## config.mk

```make
export PLATFORM = sky130hd
export DESIGN_NAME = dma_addr_gen
export DESIGN_NICKNAME = d
export VERILOG_FILES = /design/src/rtl/dma_ag_pkg.sv /design/src/rtl/dma_addr_side.sv /design/src/rtl/dma_ch_ctrl.sv /design/src/rtl/dma_ch_irq.sv /design/src/rtl/dma_addr_gen.sv
export SDC_FILE = /design/constraint.sdc
export NUM_CORES = 1
export LEC_CHECK = 0
export BUFFER_PORTS_ARGS = -buffer_cell sky130_fd_sc_hd__clkbuf_2
export CORE_MARGIN = 3
export CORE_UTILIZATION = 50
export DETAILED_ROUTE_END_ITERATION = 8
export PLACE_DENSITY = 0.77
export SYNTH_ARGS = -nofsm -noshare
export SYNTH_HDL_FRONTEND = slang
export SYNTH_SLANG_ARGS = --single-unit
```

## constraint.sdc

```tcl
create_clock -name clk -period 3.15 [get_ports clk]
set_clock_uncertainty 0.15 [all_clocks]
set_input_delay 0.315 -clock clk [delete_from_list [all_inputs] [get_ports clk]]
set_output_delay 0.315 -clock clk [all_outputs]
set_load 0.02 [all_outputs]
```

## src/rtl/dma_ag_pkg.sv

```systemverilog
package dma_ag_pkg;
    typedef enum logic [0:0] {
        CH_IDLE = 1'b0,
        CH_BUSY = 1'b1
    } ch_state_e;

    localparam logic [1:0] RLD_NONE  = 2'b00;
    localparam logic [1:0] RLD_BLOCK = 2'b01;
    localparam logic [1:0] RLD_BURST = 2'b10;
    localparam logic [1:0] RLD_TRANS = 2'b11;

    localparam logic [1:0] DIR_FIXED = 2'b00;
    localparam logic [1:0] DIR_INC   = 2'b01;
    localparam logic [1:0] DIR_DEC   = 2'b10;
    localparam logic [1:0] DIR_RSVD  = 2'b11;

    localparam int SIDE_CNT   = 2;
    localparam int SIDE_BITS  = 4;
    localparam int IRQ_CNT    = 2;
    localparam int LVL_BITS   = 2;
endpackage

```

## src/rtl/dma_addr_side.sv

```systemverilog
module dma_addr_side
    import dma_ag_pkg::*;
#(
    parameter int AW = 16
) (
    input  logic          clk,
    input  logic          rst_n,
    input  logic          capture,
    input  logic          active,
    input  logic          beat,
    input  logic          burst_end,
    input  logic          block_end,
    input  logic          trn_end,
    input  logic [1:0]    reload_mode,
    input  logic [1:0]    dir_mode,
    input  logic [AW-1:0] start,
    output logic [AW-1:0] addr
);
    localparam logic [AW-1:0] ONE = AW'(1);

    logic [AW-1:0] init_q;
    logic [AW-1:0] step_d;
    logic          boundary;
    logic          reload_hit;

    always_comb begin
        unique case (reload_mode)
            RLD_BLOCK: boundary = block_end;
            RLD_BURST: boundary = burst_end;
            RLD_TRANS: boundary = trn_end;
            default:   boundary = 1'b0;
        endcase
        reload_hit = active && boundary;
    end

    always_comb begin
        unique case (dir_mode)
            DIR_INC: step_d = addr + ONE;
            DIR_DEC: step_d = addr - ONE;
            default: step_d = addr;
        endcase
    end

    always_ff @(posedge clk or negedge rst_n) begin
        if (!rst_n) begin
            addr   <= '0;
            init_q <= '0;
        end else if (capture) begin
            addr   <= start;
            init_q <= start;
        end else if (reload_hit) begin
            addr   <= init_q;
        end else if (active && beat) begin
            addr   <= step_d;
        end
    end

    p_inc_step_r5: assert property (@(posedge clk) disable iff (!rst_n)
        (active && beat && !reload_hit && dir_mode == DIR_INC) |=> addr == AW'($past(addr) + ONE));

    p_dec_step_r5: assert property (@(posedge clk) disable iff (!rst_n)
        (active && beat && !reload_hit && dir_mode == DIR_DEC) |=> addr == AW'($past(addr) - ONE));

    p_fixed_hold_r6: assert property (@(posedge clk) disable iff (!rst_n)
        (active && !reload_hit && (dir_mode == DIR_FIXED || dir_mode == DIR_RSVD)) |=> $stable(addr));

    p_reload_wins_r8: assert property (@(posedge clk) disable iff (!rst_n)
        (reload_hit && beat) |=> addr == $past(init_q));

    p_idle_hold_r4: assert property (@(posedge clk) disable iff (!rst_n)
        (!active && !capture) |=> $stable(addr));
endmodule

```

## src/rtl/dma_ch_ctrl.sv

```systemverilog
module dma_ch_ctrl
    import dma_ag_pkg::*;
(
    input  logic       clk,
    input  logic       rst_n,
    input  logic       ch_enable,
    input  logic       trn_end,
    input  logic       err_in,
    input  logic       cfg_we,
    input  logic [7:0] cfg_wdata,
    output logic       busy,
    output logic       capture,
    output logic       done_evt,
    output logic       err_evt,
    output logic [7:0] cfg_q
);
    ch_state_e state_q;
    ch_state_e state_d;

    always_comb begin
        state_d = state_q;
        unique case (state_q)
            CH_IDLE: if (ch_enable)          state_d = CH_BUSY;
            CH_BUSY: if (trn_end || err_in)  state_d = CH_IDLE;
            default:                         state_d = CH_IDLE;
        endcase
    end

    always_ff @(posedge clk or negedge rst_n) begin
        if (!rst_n) state_q <= CH_IDLE;
        else        state_q <= state_d;
    end

    always_comb begin
        busy     = 1'b0;
        capture  = 1'b0;
        done_evt = 1'b0;
        err_evt  = 1'b0;
        unique case (state_q)
            CH_IDLE: capture = ch_enable;
            CH_BUSY: begin
                busy     = 1'b1;
                done_evt = trn_end;
                err_evt  = err_in;
            end
            default: ;
        endcase
    end

    always_ff @(posedge clk or negedge rst_n) begin
        if (!rst_n)               cfg_q <= '0;
        else if (cfg_we && !busy) cfg_q <= cfg_wdata;
    end

    p_cfg_lock_r3: assert property (@(posedge clk) disable iff (!rst_n)
        busy |=> $stable(cfg_q));

    p_cfg_take_r2: assert property (@(posedge clk) disable iff (!rst_n)
        (!busy && cfg_we) |=> cfg_q == $past(cfg_wdata));

    p_start_r4: assert property (@(posedge clk) disable iff (!rst_n)
        (!busy && ch_enable) |=> busy);

    p_leave_r9: assert property (@(posedge clk) disable iff (!rst_n)
        (busy && (trn_end || err_in)) |=> !busy);
endmodule

```

## src/rtl/dma_ch_irq.sv

```systemverilog
module dma_ch_irq
    import dma_ag_pkg::*;
(
    input  logic                         clk,
    input  logic                         rst_n,
    input  logic                         done_evt,
    input  logic                         err_evt,
    input  logic                         clr_we,
    input  logic [IRQ_CNT-1:0]           clr_mask,
    input  logic                         lvl_we,
    input  logic [IRQ_CNT*LVL_BITS-1:0]  lvl_wdata,
    output logic [IRQ_CNT-1:0]           flag,
    output logic [IRQ_CNT-1:0]           req,
    output logic [IRQ_CNT*LVL_BITS-1:0]  req_lvl
);
    logic [IRQ_CNT-1:0] evt;
    assign evt = {err_evt, done_evt};

    for (genvar g = 0; g < IRQ_CNT; g++) begin : g_src
        logic [LVL_BITS-1:0] lvl_q;

        always_ff @(posedge clk or negedge rst_n) begin
            if (!rst_n)                        flag[g] <= 1'b0;
            else if (evt[g])                   flag[g] <= 1'b1;
            else if (clr_we && clr_mask[g])    flag[g] <= 1'b0;
        end

        always_ff @(posedge clk or negedge rst_n) begin
            if (!rst_n)      lvl_q <= '0;
            else if (lvl_we) lvl_q <= lvl_wdata[g*LVL_BITS +: LVL_BITS];
        end

        always_comb begin
            req[g] = flag[g] && (lvl_q != '0);
            req_lvl[g*LVL_BITS +: LVL_BITS] = req[g] ? lvl_q : '0;
        end

        p_flag_set_r9: assert property (@(posedge clk) disable iff (!rst_n)
            evt[g] |=> flag[g]);

        p_flag_clr_r9: assert property (@(posedge clk) disable iff (!rst_n)
            (clr_we && clr_mask[g] && !evt[g]) |=> !flag[g]);

        p_req_follow_r10: assert property (@(posedge clk) disable iff (!rst_n)
            (evt[g] && !lvl_we && lvl_q != '0) |=> req[g]);
    end
endmodule

```

## src/rtl/dma_addr_gen.sv

```systemverilog
module dma_addr_gen
    import dma_ag_pkg::*;
#(
    parameter int AW = 16
) (
    input  logic          clk,
    input  logic          rst_n,
    input  logic          cfg_we,
    input  logic [7:0]    cfg_wdata,
    input  logic          lvl_we,
    input  logic [3:0]    lvl_wdata,
    input  logic [AW-1:0] src_start,
    input  logic [AW-1:0] dst_start,
    input  logic          ch_enable,
    input  logic          beat,
    input  logic          burst_end,
    input  logic          block_end,
    input  logic          trn_end,
    input  logic          err_in,
    input  logic          flag_clr_we,
    input  logic [1:0]    flag_clr,
    output logic [7:0]    cfg_q,
    output logic          busy,
    output logic [AW-1:0] src_addr,
    output logic [AW-1:0] dst_addr,
    output logic          trn_flag,
    output logic          err_flag,
    output logic          trn_irq,
    output logic [1:0]    trn_irq_lvl,
    output logic          err_irq,
    output logic [1:0]    err_irq_lvl
);
    logic capture;
    logic done_evt;
    logic err_evt;
    logic [AW-1:0] start_arr [SIDE_CNT];
    logic [AW-1:0] addr_arr  [SIDE_CNT];
    logic [IRQ_CNT-1:0] flag_v;
    logic [IRQ_CNT-1:0] req_v;
    logic [IRQ_CNT*LVL_BITS-1:0] req_lvl_v;

    dma_ch_ctrl u_ctrl (
        .clk       (clk),
        .rst_n     (rst_n),
        .ch_enable (ch_enable),
        .trn_end   (trn_end),
        .err_in    (err_in),
        .cfg_we    (cfg_we),
        .cfg_wdata (cfg_wdata),
        .busy      (busy),
        .capture   (capture),
        .done_evt  (done_evt),
        .err_evt   (err_evt),
        .cfg_q     (cfg_q)
    );

    assign start_arr[0] = src_start;
    assign start_arr[1] = dst_start;

    for (genvar s = 0; s < SIDE_CNT; s++) begin : g_side
        localparam int HI = 8 - s * SIDE_BITS - 1;
        dma_addr_side #(.AW(AW)) u_side (
            .clk         (clk),
            .rst_n       (rst_n),
            .capture     (capture),
            .active      (busy),
            .beat        (beat),
            .burst_end   (burst_end),
            .block_end   (block_end),
            .trn_end     (trn_end),
            .reload_mode (cfg_q[HI -: 2]),
            .dir_mode    (cfg_q[HI-2 -: 2]),
            .start       (start_arr[s]),
            .addr        (addr_arr[s])
        );
    end

    assign src_addr = addr_arr[0];
    assign dst_addr = addr_arr[1];

    dma_ch_irq u_irq (
        .clk       (clk),
        .rst_n     (rst_n),
        .done_evt  (done_evt),
        .err_evt   (err_evt),
        .clr_we    (flag_clr_we),
        .clr_mask  (flag_clr),
        .lvl_we    (lvl_we),
        .lvl_wdata (lvl_wdata),
        .flag      (flag_v),
        .req       (req_v),
        .req_lvl   (req_lvl_v)
    );

    assign trn_flag    = flag_v[0];
    assign err_flag    = flag_v[1];
    assign trn_irq     = req_v[0];
    assign err_irq     = req_v[1];
    assign trn_irq_lvl = req_lvl_v[1:0];
    assign err_irq_lvl = req_lvl_v[3:2];

    p_capture_r4: assert property (@(posedge clk) disable iff (!rst_n)
        (!busy && ch_enable) |=> (src_addr == $past(src_start) && dst_addr == $past(dst_start)));
endmodule

```

==> flow_metrics.tcl <==
set metrics [dict create \
    area_growth_pct 17.28 \
    place.gp.congestion 0.8852 \
    clk_latency_ns 0.35 \
    ir_worst_vdd_uv 432.3 \
    synth_ff_type "dfrtp_1" \
    rows 36 \
    max_freq_ghz 0.3425 \
    cp.required_ns 3.25 \
    num_vias 4902 \
    place_hpwl_mm 9.643 \
    maxCapViolCount 0 \
    finalHoldViolations 15 \
    slew_headroom_pct 18.35 \
    clkSlewWorstSetupHoldPaths_ns 0.09 \
    crit_start "u_ctrl.cfg_q[4]" \
    reg2reg_to "g_side[0].u_side.addr[12]" \
    drv_slew 0 \
    cts_root_buf "clkbuf_8" \
    worstPathMaxFanout 14 \
    grt_max_degree 80 \
    antenna_found_initial 0 \
    fin_setup_tns_ns 0 \
    crit_type "reg2reg" \
    die-area_um2 11430 \
    grt_usage_pct 24.51 \
    synthCells 630 \
    cellLeakagePower_nw 2.755 \
    min_path_type "in2async" \
    worstReg2RegStart "u_ctrl.cfg_q[4]" \
    ys_seq_elements 79 \
    core-area_um2 9819 \
    status "complete, but fails checks" \
    post-route-min-period_ns 2.919 \
    grt_pass1_wl_mm 22.93 \
    wl_per_cell_um 16.08 \
    reg2reg_depth 11 \
    r2r_slack_ns 0.23 \
    ys_types 67 \
    drt_first_iter_violations 356 \
    synth_nets 691 \
    drt-pass1-iter-count 5 \
    wirelength_mm 13.63 \
    overflow 0 \
    synth_area_um2 5091 \
    ant_nets 0 \
    drc 0 \
    fin_crit_sh_pct 92.68 \
    final_core_util_pct 60.81 \
    p_total_mw 4.867 \
    power.density_nw_per_um2 815.1 \
    ys_warn_count 0 \
    die-height_um 106.9 \
    yosysSeqAreaShare_pct 38.83 \
    cts_tree "yes" \
    num-fill-cells 898 \
    setup_viol 0 \
    post_cts_buffers 0 \
    critPathLaunchType "register" \
    endpoint "g_side[0].u_side.addr[12]" \
    postSynthAreaPerCell_um2 8.081 \
    start_util_pct 51.85 \
    layout.nets 771 \
    synth_enable_flop_cells 0 \
    post_drt_via_cell_ratio 5.781 \
    grt_pass1_vias 4653 \
    rsz0062_at_grt "false" \
    cts_sinks 79 \
    drive_gt1_share_pct 22.66 \
    fp.dieW_um 106.9 \
    h-tree-depth 3 \
    num_io_pins 106 \
    cts_max_path_buffers 2 \
    numPortBuffers 105 \
    failed_checks "negative hold slack" \
    whs_ns -0.01592 \
    worst_slew_pin_slew_ns 1.222 \
    arrival_ns 3.02 \
    async_flop_share_pct 100.0 \
    endpoint_kind "register" \
    numCtsBuffers 9 \
    antennaDiodeCount 0 \
]
-- metrics by stage --
stage | hold WS, ns | std cells | area (um^2) | setup slack (ns)
2_1_floorplan | -0.1306 | 630 | 5097 | 0.01722
3_3_place_gp | 0.3040 | 832 | 5724 | 0.2435
3_5_place_dp | 0.3081 | 832 | 5724 | 0.1167
4_1_cts | 0.007495 | 848 | 5968 | 0.08572
5_1_grt | 0.009236 | 848 | 5971 | 0.05324
6_report | -0.01592 | 848 | 5971 | 0.2306
-- cell usage after synthesis (5+ instances only) --
| cell | n | area (um^2) |
|---|---|---|
| clkbuf_1 | 40 | 150.1 |
| xnor2_1 | 20 | 175.2 |
| and2_1 | 11 | 68.82 |
| buf_1 | 7 | 26.28 |
| nand2_1 | 148 | 555.5 |
| o22ai_1 | 10 | 62.56 |
| o31ai_1 | 5 | 37.54 |
| dfrtp_1 | 79 | 1977 |
| a21oi_1 | 31 | 155.2 |
| o211ai_1 | 9 | 67.56 |
| xor2_1 | 12 | 105.1 |
| o21ai_1 | 13 | 65.06 |
| nand3_1 | 13 | 65.06 |
| nand4_1 | 7 | 43.79 |
| or3_1 | 10 | 62.56 |
| o21ai_0 | 33 | 165.2 |
| mux2i_1 | 11 | 110.1 |
| a32oi_1 | 6 | 52.55 |
| mux2_2 | 12 | 135.1 |
| nor3_1 | 15 | 75.07 |
| buf_2 | 5 | 25.02 |
| a211oi_1 | 8 | 60.06 |
| nor2_1 | 32 | 120.1 |
| nor4_1 | 5 | 31.28 |
| inv_1 | 9 | 33.78 |
-- report_power, final --
group,switching [mW],internal [mW]
sequential,0.481,1.28
clock,0.401,0.529
combinational,1.28,0.900
-- worst min-delay path by stage --
stage | endpoint | slack (ns) | depth (start not counted) | from
after global routing | g_side[1].u_side.init_q[4] | 0.009 | 3 | dst_start[4]
after global placement | g_side[0].u_side.init_q[11] | 0.30 | 2 | g_side[0].u_side.init_q[11]
after CTS | g_side[1].u_side.init_q[7] | 0.007 | 3 | dst_start[7]
after detailed placement | g_side[0].u_side.init_q[11] | 0.31 | 2 | g_side[0].u_side.init_q[11]
final | g_side[1].u_side.init_q[6] | -0.02 | 1 | rst_n
after floorplan | g_side[0].u_side.addr[0] | -0.13 | 0 | rst_n
-- layout by cell type (no fill, tap or decap), drive strengths merged, types with 5 or more instances in the layout --
master  count
inv        10
a32oi       6
a211oi      8
o21ai      46
nor3       15
or3        11
mux2i      11
mux2       13
nand3      13
nand4       7
xnor2      20
o22ai      10
nor4        5
o211ai      9
nand2     148
dfrtp      79
nor2       32
and2       12
a21oi      31
o31ai       5
clkbuf    113
xor2       12
buf        17
-- repair_timing --
item,CTS,global route
setup endpoints to repair,0,2
gates resized for setup,0,1
hold buffers,0,0
-- state kept, by name, indices dropped and copies added (netlist names) --
name / count
g_side.u_side.init_q: 32
u_ctrl.cfg_q: 8
u_irq.g_src.lvl_q: 4
g_side.u_side.addr: 32
u_irq.flag: 2
u_ctrl.state_q: 1
-- final cells by class --
cell class / instances / area, um^2 / area share (%)
repair buffers: 121 / 648.1 / 10.85
clock buffers: 9 / 123.9 / 2.075
flip-flops and latches: 79 / 1977 / 33.11
well taps: 133 / 166.4 / 2.787
inverters: 9 / 33.78 / 0.5658
multi-input cells: 490 / 2902 / 48.60
clock inverters: 7 / 120.1 / 2.012
-- routing by layer --
layer	vias to the layer above	wire (um)	GRT usage (%)
met1	2320	5857	33.61
li1	2392	-	-
met4	0	108	5.753
met5	-	0	0
met3	15	831	4.034
met2	175	6835	40.83
-- worst max-delay path, cell delays in order, from the launching register on --
cell and delay (ns):
dfrtp_1 0.38, inv_1 0.09, ha_2 0.36, xor2_1 0.11, ha_1 0.23, nand2b_1 0.09
o32ai_1 0.09, or3_1 0.45, a21oi_1 0.28, o21ai_1 0.13, xnor2_1 0.15, a221oi_1 0.29
-- cell families after synthesis --
logic type	synth area share, %
DFF	38.83
AOI/OAI and AO/OA	20.10
adders and majority gates	0.9831
muxes	5.038
xor gates and xnor gates	5.505
and+or+nand+nor	24.92
buffers and inverters	4.620
(Power assumes the default switching activity.)
